**config.mk**
```make
export PLATFORM = sky130hd
export DESIGN_NAME = i2c_cal_regslave
export DESIGN_NICKNAME = d
export VERILOG_FILES = /design/src/rtl/i2crb_pkg.sv /design/src/rtl/i2crb_sync.sv /design/src/rtl/i2crb_engine.sv /design/src/rtl/i2crb_regbank.sv /design/src/rtl/i2c_cal_regslave.sv
export SDC_FILE = /design/constraint.sdc
export NUM_CORES = 1
export LEC_CHECK = 0
export ABC_AREA = 1
export BUFFER_PORTS_ARGS = -buffer_cell sky130_fd_sc_hd__buf_2
export CAP_MARGIN = 10
export CORE_UTILIZATION = 56
export DETAILED_ROUTE_END_ITERATION = 16
export GPL_TIMING_DRIVEN = 0
export PLACE_DENSITY = 0.88
export SYNTH_ARGS = -nofsm -noshare
export SYNTH_HDL_FRONTEND = slang
export SYNTH_SLANG_ARGS = --single-unit
export TNS_END_PERCENT = 1
```
**constraint.sdc**
```tcl
create_clock -name clk -period 4.7 [get_ports clk]
set_clock_uncertainty 0.2 [all_clocks]
set_input_delay 0.47 -clock clk [delete_from_list [all_inputs] [get_ports clk]]
set_output_delay 0.47 -clock clk [all_outputs]
set_load 0.02 [all_outputs]
```
**src/rtl/i2crb_pkg.sv**
```systemverilog
`timescale 1ns/1ps
package i2crb_pkg;

    localparam int BYTE_W       = 8;
    localparam int REG_COUNT    = 21;          // locations 0x00 .. 0x14
    localparam int ROM_DEPTH    = 13;
    localparam int ROM_IDX_W    = 4;
    localparam logic [4:0] DEV_PREFIX = 5'b11000;

    localparam logic [7:0] TRIG_ADDR  = 8'h04;
    localparam logic [7:0] ROMA_ADDR  = 8'h0E;
    localparam logic [7:0] ROMRB_ADDR = 8'h10;
    localparam logic [7:0] VAS_ADDR   = 8'h11;
    localparam logic [7:0] GEN_ADDR   = 8'h12;
    localparam logic [7:0] ROMA_MASK  = 8'h0F;

    typedef enum logic [2:0] {
        ST_IDLE,
        ST_ADDR,
        ST_PTR,
        ST_WR,
        ST_RD
    } bus_state_t;

    typedef struct packed {
        logic       en;
        logic [7:0] addr;
        logic [7:0] data;
    } reg_wr_t;

    // Locations that hold host-written state.
    function automatic logic reg_is_writable(input logic [7:0] a);
        return (a <= 8'h0F) || (a == 8'h13) || (a == 8'h14);
    endfunction

    // Calibration table contents, computed rather than listed.
    function automatic logic [7:0] rom_value(input logic [ROM_IDX_W-1:0] a);
        logic [7:0] a8;
        a8 = {{(8-ROM_IDX_W){1'b0}}, a};
        if (int'(a) < ROM_DEPTH)
            return 8'(a8 * 8'd29 + 8'd59);
        return 8'h00;
    endfunction

endpackage

```
**src/rtl/i2crb_sync.sv**
```systemverilog
`timescale 1ns/1ps
module i2crb_sync #(
    parameter int STAGES = 2
) (
    input  logic clk,
    input  logic rst,
    input  logic din,
    output logic level,
    output logic rise,
    output logic fall
);
    logic [STAGES-1:0] chain;
    logic              prev;

    always_ff @(posedge clk) begin
        if (rst) begin
            chain <= '1;
            prev  <= 1'b1;
        end else begin
            chain <= {chain[STAGES-2:0], din};
            prev  <= chain[STAGES-1];
        end
    end

    assign level = chain[STAGES-1];
    assign rise  = chain[STAGES-1] & ~prev;
    assign fall  = ~chain[STAGES-1] & prev;
endmodule

```
**src/rtl/i2crb_engine.sv**
```systemverilog
`timescale 1ns/1ps
module i2crb_engine
    import i2crb_pkg::*;
(
    input  logic       clk,
    input  logic       rst,
    input  logic       scl,
    input  logic       scl_rise,
    input  logic       scl_fall,
    input  logic       sda,
    input  logic       sda_rise,
    input  logic       sda_fall,
    input  logic [1:0] dev_sel,
    input  logic [7:0] rd_data,
    output logic [7:0] rd_ptr,
    output reg_wr_t    wr_o,
    output logic       sda_oe
);
    bus_state_t state;
    logic [3:0] bit_cnt;
    logic [7:0] shreg;
    logic [7:0] txreg;
    logic [7:0] ptr;
    logic       rw;
    logic       mack;
    logic       start_det;
    logic       stop_det;

    assign start_det = scl & sda_fall;
    assign stop_det  = scl & sda_rise;
    assign rd_ptr    = ptr;

    always_ff @(posedge clk) begin
        if (rst) begin
            state   <= ST_IDLE;
            bit_cnt <= '0;
            shreg   <= '0;
            txreg   <= '0;
            ptr     <= '0;
            rw      <= 1'b0;
            mack    <= 1'b0;
            sda_oe  <= 1'b0;
            wr_o    <= '0;
        end else begin
            wr_o.en <= 1'b0;
            if (start_det) begin
                state   <= ST_ADDR;
                bit_cnt <= '0;
                sda_oe  <= 1'b0;
            end else if (stop_det) begin
                state   <= ST_IDLE;
                bit_cnt <= '0;
                sda_oe  <= 1'b0;
            end else if (state != ST_IDLE) begin
                if (scl_rise) begin
                    if (bit_cnt < 4'd8)
                        shreg <= {shreg[6:0], sda};
                    if (bit_cnt == 4'd8)
                        mack <= ~sda;
                    bit_cnt <= bit_cnt + 4'd1;
                end else if (scl_fall) begin
                    if (bit_cnt == 4'd8) begin
                        // eight bits in: acknowledge phase begins
                        case (state)
                            ST_ADDR: begin
                                if (shreg[7:1] == {DEV_PREFIX, dev_sel}) begin
                                    sda_oe <= 1'b1;
                                    rw     <= shreg[0];
                                end else begin
                                    state   <= ST_IDLE;
                                    bit_cnt <= '0;
                                end
                            end
                            ST_PTR: begin
                                sda_oe <= 1'b1;
                                ptr    <= shreg;
                            end
                            ST_WR: begin
                                sda_oe <= 1'b1;
                                wr_o   <= '{en: 1'b1, addr: ptr, data: shreg};
                                ptr    <= ptr + 8'd1;
                            end
                            default: sda_oe <= 1'b0;
                        endcase
                    end else if (bit_cnt == 4'd9) begin
                        bit_cnt <= '0;
                        sda_oe  <= 1'b0;
                        case (state)
                            ST_ADDR: begin
                                if (rw) begin
                                    state  <= ST_RD;
                                    txreg  <= rd_data;
                                    ptr    <= ptr + 8'd1;
                                    sda_oe <= ~rd_data[7];
                                end else begin
                                    state <= ST_PTR;
                                end
                            end
                            ST_PTR: state <= ST_WR;
                            ST_RD: begin
                                if (mack) begin
                                    txreg  <= rd_data;
                                    ptr    <= ptr + 8'd1;
                                    sda_oe <= ~rd_data[7];
                                end else begin
                                    state <= ST_IDLE;
                                end
                            end
                            default: ;
                        endcase
                    end else if (state == ST_RD && bit_cnt != 4'd0) begin
                        sda_oe <= ~txreg[6];
                        txreg  <= {txreg[6:0], 1'b0};
                    end
                end
            end
        end
    end

    AST_BITCNT_BOUND: assert property (@(posedge clk) disable iff (rst)
        bit_cnt <= 4'd9);

    AST_IDLE_RELEASED: assert property (@(posedge clk) disable iff (rst)
        (state == ST_IDLE) |-> !sda_oe);

    AST_OE_MOVES_SCL_LOW: assert property (@(posedge clk) disable iff (rst)
        (sda_oe != $past(sda_oe)) |-> (!$past(scl) || $past(start_det) || $past(stop_det)));

    AST_WRITE_ACKED: assert property (@(posedge clk) disable iff (rst)
        wr_o.en |-> sda_oe);
endmodule

```
**src/rtl/i2crb_regbank.sv**
```systemverilog
`timescale 1ns/1ps
module i2crb_regbank
    import i2crb_pkg::*;
(
    input  logic                      clk,
    input  logic                      rst,
    input  reg_wr_t                   wr_i,
    input  logic [7:0]                rd_addr,
    input  logic [7:0]                vas_status,
    input  logic [7:0]                gen_status,
    output logic [7:0]                rd_data,
    output logic                      tune_start,
    output logic [REG_COUNT*BYTE_W-1:0] cfg_flat
);
    logic [7:0] rom_rb;

    for (genvar gi = 0; gi < REG_COUNT; gi++) begin : g_reg
        if (reg_is_writable(8'(gi))) begin : g_rw
            logic [7:0] q;
            always_ff @(posedge clk) begin
                if (rst)
                    q <= '0;
                else if (wr_i.en && wr_i.addr == 8'(gi))
                    q <= (8'(gi) == ROMA_ADDR) ? (wr_i.data & ROMA_MASK) : wr_i.data;
            end
            assign cfg_flat[gi*BYTE_W +: BYTE_W] = q;
        end else begin : g_ro
            assign cfg_flat[gi*BYTE_W +: BYTE_W] = '0;
        end
    end

    always_ff @(posedge clk) begin
        if (rst) begin
            rom_rb     <= '0;
            tune_start <= 1'b0;
        end else begin
            tune_start <= wr_i.en && (wr_i.addr == TRIG_ADDR);
            if (wr_i.en && wr_i.addr == ROMA_ADDR)
                rom_rb <= rom_value(wr_i.data[ROM_IDX_W-1:0]);
        end
    end

    always_comb begin
        rd_data = '0;
        for (int i = 0; i < REG_COUNT; i++)
            if (rd_addr == 8'(i))
                rd_data = cfg_flat[i*BYTE_W +: BYTE_W];
        if (rd_addr == ROMRB_ADDR) rd_data = rom_rb;
        if (rd_addr == VAS_ADDR)   rd_data = vas_status;
        if (rd_addr == GEN_ADDR)   rd_data = gen_status;
    end

    AST_STROBE_SINGLE: assert property (@(posedge clk) disable iff (rst)
        tune_start |=> !tune_start);

    AST_RB_HOLDS: assert property (@(posedge clk) disable iff (rst)
        (wr_i.en && wr_i.addr != ROMA_ADDR) |=> $stable(rom_rb));
endmodule

```
**src/rtl/i2c_cal_regslave.sv**
```systemverilog
`timescale 1ns/1ps
module i2c_cal_regslave
    import i2crb_pkg::*;
#(
    parameter int SYNC_STAGES = 2
) (
    input  logic                          clk,
    input  logic                          rst,
    input  logic                          scl_in,
    input  logic                          sda_in,
    input  logic [1:0]                    addr_sel,
    input  logic [7:0]                    vas_status,
    input  logic [7:0]                    gen_status,
    output logic                          sda_oe,
    output logic                          tune_start,
    output logic [REG_COUNT*BYTE_W-1:0]   cfg_regs
);
    localparam int LINE_SCL = 0;
    localparam int LINE_SDA = 1;

    logic [1:0] raw_lines, lvl, rise, fall;
    logic [7:0] rd_ptr, rd_data;
    reg_wr_t    wr;

    assign raw_lines = {sda_in, scl_in};

    for (genvar li = 0; li < 2; li++) begin : g_sync
        i2crb_sync #(.STAGES(SYNC_STAGES)) u_sync (
            .clk   (clk),
            .rst   (rst),
            .din   (raw_lines[li]),
            .level (lvl[li]),
            .rise  (rise[li]),
            .fall  (fall[li])
        );
    end

    i2crb_engine u_engine (
        .clk      (clk),
        .rst      (rst),
        .scl      (lvl[LINE_SCL]),
        .scl_rise (rise[LINE_SCL]),
        .scl_fall (fall[LINE_SCL]),
        .sda      (lvl[LINE_SDA]),
        .sda_rise (rise[LINE_SDA]),
        .sda_fall (fall[LINE_SDA]),
        .dev_sel  (addr_sel),
        .rd_data  (rd_data),
        .rd_ptr   (rd_ptr),
        .wr_o     (wr),
        .sda_oe   (sda_oe)
    );

    i2crb_regbank u_bank (
        .clk        (clk),
        .rst        (rst),
        .wr_i       (wr),
        .rd_addr    (rd_ptr),
        .vas_status (vas_status),
        .gen_status (gen_status),
        .rd_data    (rd_data),
        .tune_start (tune_start),
        .cfg_flat   (cfg_regs)
    );
endmodule

```
==> run_results.csv <==
group,metric,value,unit
run_status,run_status,"complete, no violations",
floorplanning,ioPinCount,192,
layout,fin_cells,1857,
synthesis,synth.avg_cell_area,7.23,sq um
drt,vias,10750,
timing,hold_viol_final,0,
power,power.density,303,nW/um^2
timing,layout_min_cycle_time,4.12,ns
critical_path,cp_data_arrival_time,4.30,ns
layout,fin_nets,1665,
drt,wire_per_inst,17.9,um
job,drv_cap,0,
drt,drc,0,
synthesis,ys_types,48,
hold_path,min_from,"gen_status[0]",
critical_path,path_common_cell,"inv_1",
global_route,first_global_vias,9294,
power,seq_power_share,47.5,%
synthesis,syn_inst,1398,
cts,cts_setup_buffers,0,
hold_path,hp-class,"input pin to flip-flop",
floorplanning,die_w,136,um
cts,insertion_delay,0.52,ns
layout,mostFrequentLayoutCells,"219 x nand2_1, 209 x a21oi_1, 205 x dfxtp_1, 183 x o21ai_0, 167 x buf_2",
power,combPwrFrac,2.8,%
synthesis,ys_warn_count,0,
synthesis,synth_seq_area_share,40.6,%
drt,detail_route.iter0.violations,1274,
timing,relSlewSlack,15.5,%
critical_path,max_stage_delay,0.74,ns
timing,holdWs,0.149,ns
critical_path,cp_top_family,"adder cells",
timing,grt_setup_unrepaired,"no",
critical_path,end_kind,"flip-flop",
timing,tightest_slew,1.26,ns
cts,cts_buffers,23,
drt,detail_route.first_pass.iterations,5,
cts,path_clk_slew,0.06,ns
layout,fin_util,69.2,%
floorplanning,core_area,17500,sq um
timing,setup_viol,0,
critical_path,critPathMaxFanout,12,
floorplanning,chipHeight,136,um
power,power_switching,0.799,mW
critical_path,path_buf_inv,4,
global_route,antenna_found_initial,0,
layout,syn2layout_area_growth,19.6,%
timing,fmax,0.243,GHz
critical_path,cp_slowest_cell,"clkbuf_1",
drt,ant_nets,0,
drt,vias_per_cell,5.79,
layout,layout_commonest_cell,"nand2_1",
power,clkPwrFrac,49.7,%
cts,clock_sinks,205,
layout,drive_gt1_share,17.8,%
cts,clockBufferDepth,3,
timing,setup_tns,0,ns
cts,holdBufCountCts,2,
global_route,grt_pass1_wl,49600,um
power,ir_worst_vdd,0.000291,V
critical_path,worstSetupStartpoint,"u_engine.wr_o[1]$_SDFFE_PP0P_",
floorplanning,die-area,18600,sq um
global_route,grt_overflow,0,
critical_path,path_cells,"inv_1 > clkbuf_1 > fa_1 > fa_1 > inv_1 > ha_1 > a21oi_1 > inv_1 > a31oi_1 > nor2_1 > o21ai_0 > nand2_1 > nor3_1 > nand3b_1 > a21oi_1",
drt,routed_wirelength,33300,um
timing,slew_violations,0,
cts,cts_tree,"built",
synthesis,yosys_register_bits,205,
timing,fin_crit_sh,87.7,%
critical_path,cp-start-kind,"flip-flop",
placed_design,routabilityCongestion,0.973,
power,internal_power,2.87,mW
power,cellLeakagePower,5.55,nW
cts,ctsHtreeMaxLevel,1,
placed_design,placedCellCount,1813,
floorplanning,rows,48,
placed_design,io_buffers,163,
power,netSwitchingFraction,21.8,%
critical_path,critPathKind,"flip-flop to flip-flop",
cts,cts-root-buf,"clkbuf_16",
critical_path,r2r-start,"u_engine.wr_o[1]$_SDFFE_PP0P_",
cts,ctsResizeCount,0,
critical_path,required,4.87,ns
global_route,grtUsageTotal,34.8,%
placed_design,dpl.hpwl,24000,um
synthesis,netlist_area,10100,sq um
global_route,grt_start_max_net_pins,14,
floorplanning,start_util,57.9,%
==> synthesized netlist by cell type, drive strengths merged <==
cell | instances | area [sq um]
dfxtp | 205 | 4100
inv | 139 | 527
xor2 | 4 | 35.0
nand3b | 2 | 15.0
o211ai | 8 | 60.1
nor3b | 3 | 22.5
clkinv | 7 | 26.3
buf | 37 | 279
nor4 | 7 | 43.8
a21boi | 1 | 7.51
nand4 | 9 | 56.3
a31oi | 4 | 25.0
or2 | 21 | 131
a211oi | 29 | 218
nand3 | 60 | 305
conb | 1 | 3.75
nor3 | 30 | 193
a21oi | 212 | 1070
fa | 4 | 80.1
o22ai | 1 | 6.26
ha | 24 | 300
clkbuf | 57 | 214
nand2 | 222 | 860
nor2 | 115 | 515
xnor2 | 1 | 8.76
o21a | 1 | 7.51
a311oi | 1 | 8.76
a221oi | 4 | 35.0
a31o | 1 | 8.76
o21ai | 187 | 936
o21bai | 1 | 7.51
==> area by class of cell <==
type | instances | area [sq um]
fillers | 1470 | 5380
multi-input cells | 980 | 5060
flip-flops and latches | 205 | 4100
repair buffers | 165 | 836
clock buffers | 34 | 667
inverters | 146 | 553
plain buffers | 94 | 493
well taps | 225 | 282
clock inverters | 7 | 96.3
diodes | 1 | 2.50
==> through the flow <==
| stage | cell area [sq um] | worst slack (ns) | total power, mW |
|---|---|---|---|
| 3_5_place_dp | 11300 | 0.668 | 1.88 |
| 4_1_cts | 12100 | 0.630 | 3.66 |
| 3_3_place_gp | 11300 | 0.673 | 1.88 |
| 2_1_floorplan | 10200 | 1.34 | 1.85 |
| 6_report | 12100 | 0.579 | 3.67 |
| 5_1_grt | 12100 | 0.360 | 3.75 |
==> state kept, by name, summed over array words and instances, names as in the netlist <==
register / flops
g_sync.u_sync.prev: 2
u_engine.bit_cnt: 4
u_engine.sda_oe: 1
g_sync.u_sync.chain: 4
u_engine.txreg: 7
u_bank.tune_start: 1
u_engine.state: 3
u_engine.mack: 1
u_engine.rd_ptr: 8
u_engine.wr_o: 17
u_bank.g.g_rw.q: 140
u_engine.rw: 1
u_engine.shreg: 8
u_bank.rom_rb: 8
==> power by group through the flow <==
stage	Sequential [mW]	Clock [mW]	Combinational (mW)
6_report	1.74	1.82	0.104
4_1_cts	1.74	1.82	0.0999
3_5_place_dp	1.78	0	0.0981
2_1_floorplan	1.78	0	0.0692
3_3_place_gp	1.78	0	0.0977
5_1_grt	1.74	1.90	0.110
==> cell families after synthesis <==
| logic type | Yosys count | share of synthesized area [%] |
|---|---|---|
| simple gates | 469 | 21.2 |
| compound gates | 450 | 23.7 |
| buf+inv | 240 | 10.3 |
| flops | 205 | 40.6 |
| fa+ha+maj | 28 | 3.76 |
| xor+xnor | 5 | 0.433 |
| other cells | 1 | 0.0371 |
==> final timing paths <==
kind	end	slack, ns	depth (start not counted)
setup / recovery	u_bank.rom_rb[7]$_SDFFE_PP0P_	0.58	15
hold / removal	u_engine.txreg[0]$_SDFFE_PP0P_	0.15	5
setup reg to reg	u_bank.rom_rb[7]$_SDFFE_PP0P_	0.58	15
hold reg to reg	g_sync[1].u_sync.chain[1]$_SDFF_PP1_	0.21	1
==> worst register-to-register path: cells and delay by family (launching register included) <==
kind            cells  cell delay (ns)
fa+ha+maj           3             1.47
buf+inv             4             0.94
compound gates      4             0.55
simple gates        4             0.43
flops               1             0.39
==> per-layer routing <==
layer  global-route usage [%]  wire, um
met1                     45.7     13100
met2                     56.0     14800
met3                     5.07      3650
met4                     16.3      1690
met5                        0         0
No activity file was read; power rests on OpenSTA's default activity.
